===== src/rtl/uart_iir_pkg.sv =====
package uart_iir_pkg;

    // register offsets relative to the UART base
    localparam int unsigned OFF_DATA = 0;
    localparam int unsigned OFF_IDFC = 2;
    localparam int unsigned OFF_MSTS = 6;

    // control byte bit positions
    localparam int unsigned FC_MODE  = 0;
    localparam int unsigned FC_RXCLR = 1;
    localparam int unsigned FC_TXCLR = 2;

    typedef enum logic [3:0] {
        ID_MODEM = 4'b0000,
        ID_NONE  = 4'b0001,
        ID_TXREQ = 4'b0010,
        ID_RXTMO = 4'b1100
    } irq_id_e;

    // one bit per source, bit 0 = modem, bit 1 = transmit, bit 2 = timeout
    typedef struct packed {
        logic rx_tmo;
        logic tx_req;
        logic modem;
    } src_vec_t;

    typedef struct packed {
        logic data_wr;
        logic data_rd;
        logic fc_wr;
        logic id_rd;
        logic ms_rd;
    } bus_hit_t;

    function automatic logic [7:0] id_byte(input logic fen, input irq_id_e id);
        return {fen, fen, 2'b00, id};
    endfunction

endpackage


===== src/rtl/uart_bus_decode.sv =====
module uart_bus_decode
    import uart_iir_pkg::*;
#(
    parameter int ADDR_W = 3
) (
    input  logic              wr,
    input  logic              rd,
    input  logic [ADDR_W-1:0] addr,
    output bus_hit_t          hit
);
    localparam logic [ADDR_W-1:0] A_DATA = ADDR_W'(OFF_DATA);
    localparam logic [ADDR_W-1:0] A_IDFC = ADDR_W'(OFF_IDFC);
    localparam logic [ADDR_W-1:0] A_MSTS = ADDR_W'(OFF_MSTS);

    logic at_data, at_idfc, at_msts;

    always_comb begin
        at_data = (addr == A_DATA);
        at_idfc = (addr == A_IDFC);
        at_msts = (addr == A_MSTS);
        hit.data_wr = wr & at_data;
        hit.data_rd = rd & at_data;
        hit.fc_wr   = wr & at_idfc;
        hit.id_rd   = rd & at_idfc;
        hit.ms_rd   = rd & at_msts;
    end

endmodule


===== src/rtl/uart_fcr_ctl.sv =====
module uart_fcr_ctl
    import uart_iir_pkg::*;
#(
    parameter int DATA_W = 8
) (
    input  logic              clk,
    input  logic              rst,
    input  logic              fc_wr,
    input  logic [DATA_W-1:0] wdata,
    output logic              fifo_en,
    output logic              rx_flush,
    output logic              tx_flush,
    output logic              rx_pulse,
    output logic              tx_pulse
);
    logic mode_q;
    logic mode_flip;
    logic [1:0] flush_now;
    logic [1:0] flush_q;

    assign mode_flip = fc_wr && (wdata[FC_MODE] != mode_q);

    // index 0 = receive, index 1 = transmit
    localparam int unsigned CLR_BIT [2] = '{FC_RXCLR, FC_TXCLR};

    for (genvar g = 0; g < 2; g++) begin : g_flush
        assign flush_now[g] = (fc_wr && wdata[CLR_BIT[g]]) || mode_flip;

        always_ff @(posedge clk) begin
            if (rst) flush_q[g] <= 1'b0;
            else     flush_q[g] <= flush_now[g];
        end
    end

    always_ff @(posedge clk) begin
        if (rst)        mode_q <= 1'b0;
        else if (fc_wr) mode_q <= wdata[FC_MODE];
    end

    assign fifo_en  = mode_q;
    assign rx_flush = flush_now[0];
    assign tx_flush = flush_now[1];
    assign rx_pulse = flush_q[0];
    assign tx_pulse = flush_q[1];

    // a flush pulse always follows a control write
    a_r3_pulse_after_write: assert property (@(posedge clk) disable iff (rst)
        (rx_pulse || tx_pulse) |-> $past(fc_wr));

    // the mode flag moves only on a control write
    a_r2_mode_holds: assert property (@(posedge clk) disable iff (rst)
        !fc_wr |=> $stable(fifo_en));

    // a mode change flushes both sides
    a_r4_flip_flushes_both: assert property (@(posedge clk) disable iff (rst)
        (fc_wr && (wdata[FC_MODE] != fifo_en)) |=> (rx_pulse && tx_pulse));

endmodule


===== src/rtl/uart_irq_src.sv =====
module uart_irq_src
    import uart_iir_pkg::*;
#(
    parameter int RXC_W     = 5,
    parameter int TXC_W     = 5,
    parameter int TX_THRESH = 8
) (
    input  logic             clk,
    input  logic             rst,
    input  logic             fifo_en,
    input  bus_hit_t         hit,
    input  logic             rx_flush,
    input  logic [RXC_W-1:0] rx_count,
    input  logic [TXC_W-1:0] tx_count,
    input  logic             rx_timeout,
    input  logic             thr_empty,
    input  logic [3:0]       msr_delta,
    input  logic             tx_reported,
    output src_vec_t         pend
);
    localparam logic [TXC_W-1:0] THRESH = TXC_W'(TX_THRESH);
    localparam int NSRC = $bits(src_vec_t);

    logic     tx_cond;
    logic     cond_q;
    src_vec_t set_v;
    src_vec_t clr_v;
    logic [NSRC-1:0] pend_q;

    always_comb begin
        tx_cond = fifo_en ? (tx_count <= THRESH) : thr_empty;

        set_v.rx_tmo = fifo_en && rx_timeout && (rx_count != '0);
        clr_v.rx_tmo = hit.data_rd || rx_flush;

        set_v.tx_req = tx_cond && !cond_q;
        clr_v.tx_req = hit.data_wr || (hit.id_rd && tx_reported) || !tx_cond;

        set_v.modem  = |msr_delta;
        clr_v.modem  = hit.ms_rd && !set_v.modem;
    end

    always_ff @(posedge clk) begin
        if (rst) cond_q <= 1'b0;
        else     cond_q <= tx_cond;
    end

    // one latch per source; clear wins over set
    for (genvar s = 0; s < NSRC; s++) begin : g_latch
        always_ff @(posedge clk) begin
            if (rst)
                pend_q[s] <= 1'b0;
            else
                pend_q[s] <= (pend_q[s] || set_v[s]) && !clr_v[s];
        end
    end

    assign pend = src_vec_t'(pend_q);

    // timeout never survives outside FIFO mode
    a_r6_tmo_needs_fifo: assert property (@(posedge clk) disable iff (rst)
        pend.rx_tmo |-> fifo_en);

    // transmit data write clears the request
    a_r8_data_wr_clears: assert property (@(posedge clk) disable iff (rst)
        hit.data_wr |=> !pend.tx_req);

    // status read without a new change clears the modem source
    a_r9_msr_read_clears: assert property (@(posedge clk) disable iff (rst)
        (hit.ms_rd && (msr_delta == 4'b0000)) |=> !pend.modem);

    // a request never appears without its condition
    a_r7_req_needs_cond: assert property (@(posedge clk) disable iff (rst)
        $rose(pend.tx_req) |-> $past(tx_cond));

endmodule


===== src/rtl/uart_irq_prio.sv =====
module uart_irq_prio
    import uart_iir_pkg::*;
(
    input  src_vec_t pend,
    input  src_vec_t en,
    output irq_id_e  id,
    output src_vec_t grant,
    output logic     irq
);
    src_vec_t live;

    always_comb begin
        live  = pend & en;
        grant = '0;
        id    = ID_NONE;
        if (live.rx_tmo) begin
            grant.rx_tmo = 1'b1;
            id           = ID_RXTMO;
        end else if (live.tx_req) begin
            grant.tx_req = 1'b1;
            id           = ID_TXREQ;
        end else if (live.modem) begin
            grant.modem  = 1'b1;
            id           = ID_MODEM;
        end
        irq = |live;
    end

endmodule


===== src/rtl/uart_iir_fcr.sv =====
module uart_iir_fcr
    import uart_iir_pkg::*;
#(
    parameter  int ADDR_W   = 3,
    parameter  int DATA_W   = 8,
    parameter  int RX_DEPTH = 16,
    parameter  int TX_DEPTH = 16,
    localparam int RXC_W    = $clog2(RX_DEPTH) + 1,
    localparam int TXC_W    = $clog2(TX_DEPTH) + 1
) (
    input  logic              clk,
    input  logic              rst,
    input  logic [ADDR_W-1:0] bus_addr,
    input  logic              bus_wr,
    input  logic              bus_rd,
    input  logic [DATA_W-1:0] bus_wdata,
    output logic [DATA_W-1:0] iir_rdata,
    input  logic [RXC_W-1:0]  rx_count,
    input  logic [TXC_W-1:0]  tx_count,
    input  logic              rx_timeout,
    input  logic              thr_empty,
    input  logic [3:0]        msr_delta,
    input  logic [2:0]        src_en,
    output logic              irq,
    output logic              fifo_en,
    output logic              rx_fifo_rst,
    output logic              tx_fifo_rst
);
    localparam int TX_HALF = TX_DEPTH / 2;

    bus_hit_t hit;
    logic     rx_flush, tx_flush;
    src_vec_t pend, grant, en_v;
    irq_id_e  id;

    assign en_v = src_vec_t'(src_en);

    uart_bus_decode #(.ADDR_W(ADDR_W)) u_dec (
        .wr   (bus_wr),
        .rd   (bus_rd),
        .addr (bus_addr),
        .hit  (hit)
    );

    uart_fcr_ctl #(.DATA_W(DATA_W)) u_fcr (
        .clk      (clk),
        .rst      (rst),
        .fc_wr    (hit.fc_wr),
        .wdata    (bus_wdata),
        .fifo_en  (fifo_en),
        .rx_flush (rx_flush),
        .tx_flush (tx_flush),
        .rx_pulse (rx_fifo_rst),
        .tx_pulse (tx_fifo_rst)
    );

    uart_irq_src #(
        .RXC_W     (RXC_W),
        .TXC_W     (TXC_W),
        .TX_THRESH (TX_HALF)
    ) u_src (
        .clk         (clk),
        .rst         (rst),
        .fifo_en     (fifo_en),
        .hit         (hit),
        .rx_flush    (rx_flush),
        .rx_count    (rx_count),
        .tx_count    (tx_count),
        .rx_timeout  (rx_timeout),
        .thr_empty   (thr_empty),
        .msr_delta   (msr_delta),
        .tx_reported (grant.tx_req),
        .pend        (pend)
    );

    uart_irq_prio u_prio (
        .pend  (pend),
        .en    (en_v),
        .id    (id),
        .grant (grant),
        .irq   (irq)
    );

    assign iir_rdata = DATA_W'(id_byte(fifo_en, id));

    // at most one source granted at a time
    a_r5_single_grant: assert property (@(posedge clk) disable iff (rst)
        $onehot0(grant));

    // an enabled timeout always wins
    a_r5_timeout_wins: assert property (@(posedge clk) disable iff (rst)
        (pend.rx_tmo && src_en[2]) |-> (iir_rdata[3:0] == 4'b1100));

    // irq and the reported code agree
    a_r10_irq_matches_code: assert property (@(posedge clk) disable iff (rst)
        irq == (iir_rdata[3:0] != 4'b0001));

    // the flush strobes are not raised while in reset
    a_r3_quiet_after_reset: assert property (@(posedge clk)
        $past(rst) |-> !(rx_fifo_rst || tx_fifo_rst));

endmodule


===== config.mk =====
export PLATFORM = sky130hd
export DESIGN_NAME = uart_iir_fcr
export DESIGN_NICKNAME = d
export VERILOG_FILES = /design/src/rtl/uart_iir_pkg.sv /design/src/rtl/uart_bus_decode.sv /design/src/rtl/uart_fcr_ctl.sv /design/src/rtl/uart_irq_src.sv /design/src/rtl/uart_irq_prio.sv /design/src/rtl/uart_iir_fcr.sv
export SDC_FILE = /design/constraint.sdc
export NUM_CORES = 1
export LEC_CHECK = 0
export BUFFER_PORTS_ARGS = -buffer_cell sky130_fd_sc_hd__clkbuf_2
export CAP_MARGIN = 30
export CORE_AREA = 2 2 39 41
export DETAILED_ROUTE_END_ITERATION = 8
export DIE_AREA = 0 0 41 43
export HOLD_SLACK_MARGIN = 0.12
export PLACE_DENSITY = 0.78
export SYNTH_ARGS = -nofsm -noshare
export SYNTH_HDL_FRONTEND = slang
export SYNTH_SLANG_ARGS = --single-unit

===== constraint.sdc =====
create_clock -name clk -period 4.6 [get_ports clk]
set_clock_uncertainty 0.1 [all_clocks]
set_input_delay 1.38 -clock clk [delete_from_list [all_inputs] [get_ports clk]]
set_output_delay 1.38 -clock clk [all_outputs]
set_load 0.01 [all_outputs]

==> run metrics <==
gr ovfl total 0; ant diodes 0; post-route cell area between 500 and 600 um^2; Internal Power 0.111 mW; synthesized area roughly 400 um^2; number of flops mapped to enable cells by yosys 0; CTS Hold Bufs 0; final hold viol count 0; Die Y around 43 um; placed cell area around 570 um^2; hold crit path type reg2reg; first-pass GRT wire length approximately 1500 um; Netlist cell types 23; Hold WS 393 ps; Slew Viols, Final 0; Psw approximately 0.034 mW; startpoint types input pin; status completed; pin count of the biggest net entering global routing 9; Seq/Total Area, Yosys a little over a third; Tmin final 3320 ps; number of H-tree levels 1; IO buf count 38; Slowest-stage cell, CP clkbuf_2; Worst path top cell family by delay buffers and inverters; Starting Density 28.8%; Max FO, Critical Path 3; Net Sw Frac 23.7%; Area growth syn-to-layout 48.9%; top-area cell type share of the netlist area 35.1%; kind of critical path in2out; CP Buf/Inv Count 3; post-route ant nets 0; Initial DRC Count 12; count leader, synth dfxtp_1; Cell Chain, Critical Path clkbuf_2 > nand2_1 > nand3_1 > inv_1 > clkbuf_2; Data arrival, critical path between 1500 and 2000 ps; flop-to-flop setup slack between 3000 and 4000 ps; WL/cell 9.88 um; Final Non-Filler Cells 100; CP max stage delay 120 ps; leakage dissipation between 0.3 and 0.4 nW; clk_lat worst skew 240 ps; Placer Congestion around 0.6; io pins 46; TritonCTS Buffers 3; top cells by area, synth dfxtp_1 35%, buf_4 11%, nor4_1 4.7%; clk slew on worst S/H paths around 50 ps; Fmax between 0.3 and 0.4 GHz; Remaining DRCs 0; die width about 40 um; First-pass DRT Iterations 4; Core Util, Final between 40 and 50%; crit path capture iir_rdata[0]; DP HPWL approximately 850 um; combinational power share a little under a fifth; Max-Cap Viols 0; cell total after placement 96; clock power share 36.9%; post-DR vias/cell 4.71; WP data required around 3100 ps; worst vdd ir 85.6 uV; RSZ-0062 raised after global routing no; Synth area leader dfxtp_1; # clock sinks 7; vias in the first global route between 400 and 500; post-route clock period utilization between 70 and 80%; number of post-CTS setup repair buffers 0; Fin Setup TNS 0 ps; r2r startpoint u_fcr.fifo_en$_SDFFE_PP0P_; maximum root-to-sink buffer count 2; final WL 988 um; row count 14; Critical Path Sink Type primary output; synthesized area per cell between 8 and 9 um^2; Vias ~470; Setup-failing EPs final 0; async set-or-reset flop fraction in the synthesized netlist 0%; Reg-to-Reg End u_src.pend[1]$_SDFF_PP0_; r2r worst-path depth 3; CTS tree done; critical path startpoint src_en[1]; cell depth of the worst setup path 5; clock tree root buffer cell clkbuf_4; share of cells above drive strength 1 between 50 and 60%; Mapped Cells 47; antenna violations before repair 0; power density over the cells between 200 and 250 mW/mm^2; top_reg_cell synth dfxtp_1; Critical Path Most Common Cell clkbuf_2; Core Footprint 0.00138 mm^2; Seq cells post-synth 7; die area approximately 0.0018 mm^2; Synth top cells by count 7 x dfxtp_1, 6 x buf_4, 4 x nand2_1, 4 x nor2_1; quantity of gates resized following cts 0; Nets 119; Yosys warnings 0; Reg power frac a little over two fifths; GRT Total Usage approximately an eighth
## metrics by stage
stage / power [mW] / setup slack (ps)
finish: 0.146 / 1280
floorplan: 0.0782 / 1370
detailed placement: 0.0931 / 1280
CTS: 0.148 / 1280
global route: 0.154 / 1170
global placement: 0.0922 / 1290
## cell usage in the layout (no fill, tap or decap)
cell and n:
o31a_1 1, nand2_1 4, nor2b_1 1, nand4bb_1 1, xor2_1 1, nand2b_1 2, mux2i_1 1, nor4b_1 1
nor3_1 2, a21oi_1 1, nor2_1 4, dfxtp_1 7, o21ai_0 2, clkbuf_4 3, o221a_2 1, nor4_1 3
clkbuf_1 1, o311a_1 1, clkbuf_2 38, nand3_1 1, o221a_1 1, or3_1 1, conb_1 2, inv_1 3
nor4b_2 1
## power groups by stage
stage	clock network, mW	logic, mW	registers [mW]
after floorplan	0	0.0130	0.0653
after global placement	0	0.0269	0.0653
after detailed placement	0	0.0278	0.0653
after CTS	0.0558	0.0281	0.0641
after global routing	0.0582	0.0313	0.0643
final	0.0536	0.0279	0.0641
## registers in the layout, indices dropped and copies added (netlist names)
register and cells:
u_src.cond_q 1, u_fcr.fifo_en 1, u_fcr.rx_pulse 1, u_fcr.tx_pulse 1, u_src.pend 3
## area by class of cell
cell class	count	area [um^2]
Clock buffer	4	26.3
Fill cell	150	790
Inverter	3	11.3
Multi-Input combinational cell	32	206
Sequential cell	7	140
Tap cell	16	20.0
Timing Repair Buffer	38	190
## routing by layer
metal	up-vias	share of wire [%]	wire length [um]	global-route usage (%)
met5	-	0	0	0
met4	0	0	0	6.00
met3	0	13	125	3.66
met2	31	48	478	20.0
met1	202	39	384	13.2
li1	238	-	-	-
## logic make-up (layout without fill, tap and decap cells)
kind of cell              count (synthesis)  after routing  synth area share [%]
and+or+nand+nor                          21             21                  31.0
buffers and inverters                     9             45                  14.1
xor gates and xnor gates                  1              1                  2.19
DFF                                       7              7                  35.1
muxes                                     1              1                  2.51
other                                     1              2                 0.940
AOI/OAI and AO/OA                         7              7                  14.1
## tightest hold or removal path, stage by stage, from the launching register on
cell,delay (ps)
dfxtp_1,300
o21ai_0,70
a21oi_1,70
## worst min path at each step
stage / start / endpoint / slack (ps) / cells past startpoint
after CTS: u_src.pend[0]$_SDFF_PP0_ / u_src.pend[0]$_SDFF_PP0_ / 390 / 2
after detailed placement: u_src.pend[0]$_SDFF_PP0_ / u_src.pend[0]$_SDFF_PP0_ / 380 / 2
after floorplan: u_src.pend[0]$_SDFF_PP0_ / u_src.pend[0]$_SDFF_PP0_ / 350 / 2
final: u_src.pend[0]$_SDFF_PP0_ / u_src.pend[0]$_SDFF_PP0_ / 390 / 2
after global routing: u_src.pend[0]$_SDFF_PP0_ / u_src.pend[0]$_SDFF_PP0_ / 400 / 2
after global placement: u_src.pend[0]$_SDFF_PP0_ / u_src.pend[0]$_SDFF_PP0_ / 370 / 2
Note: power is estimated with default switching activity, not from simulation.
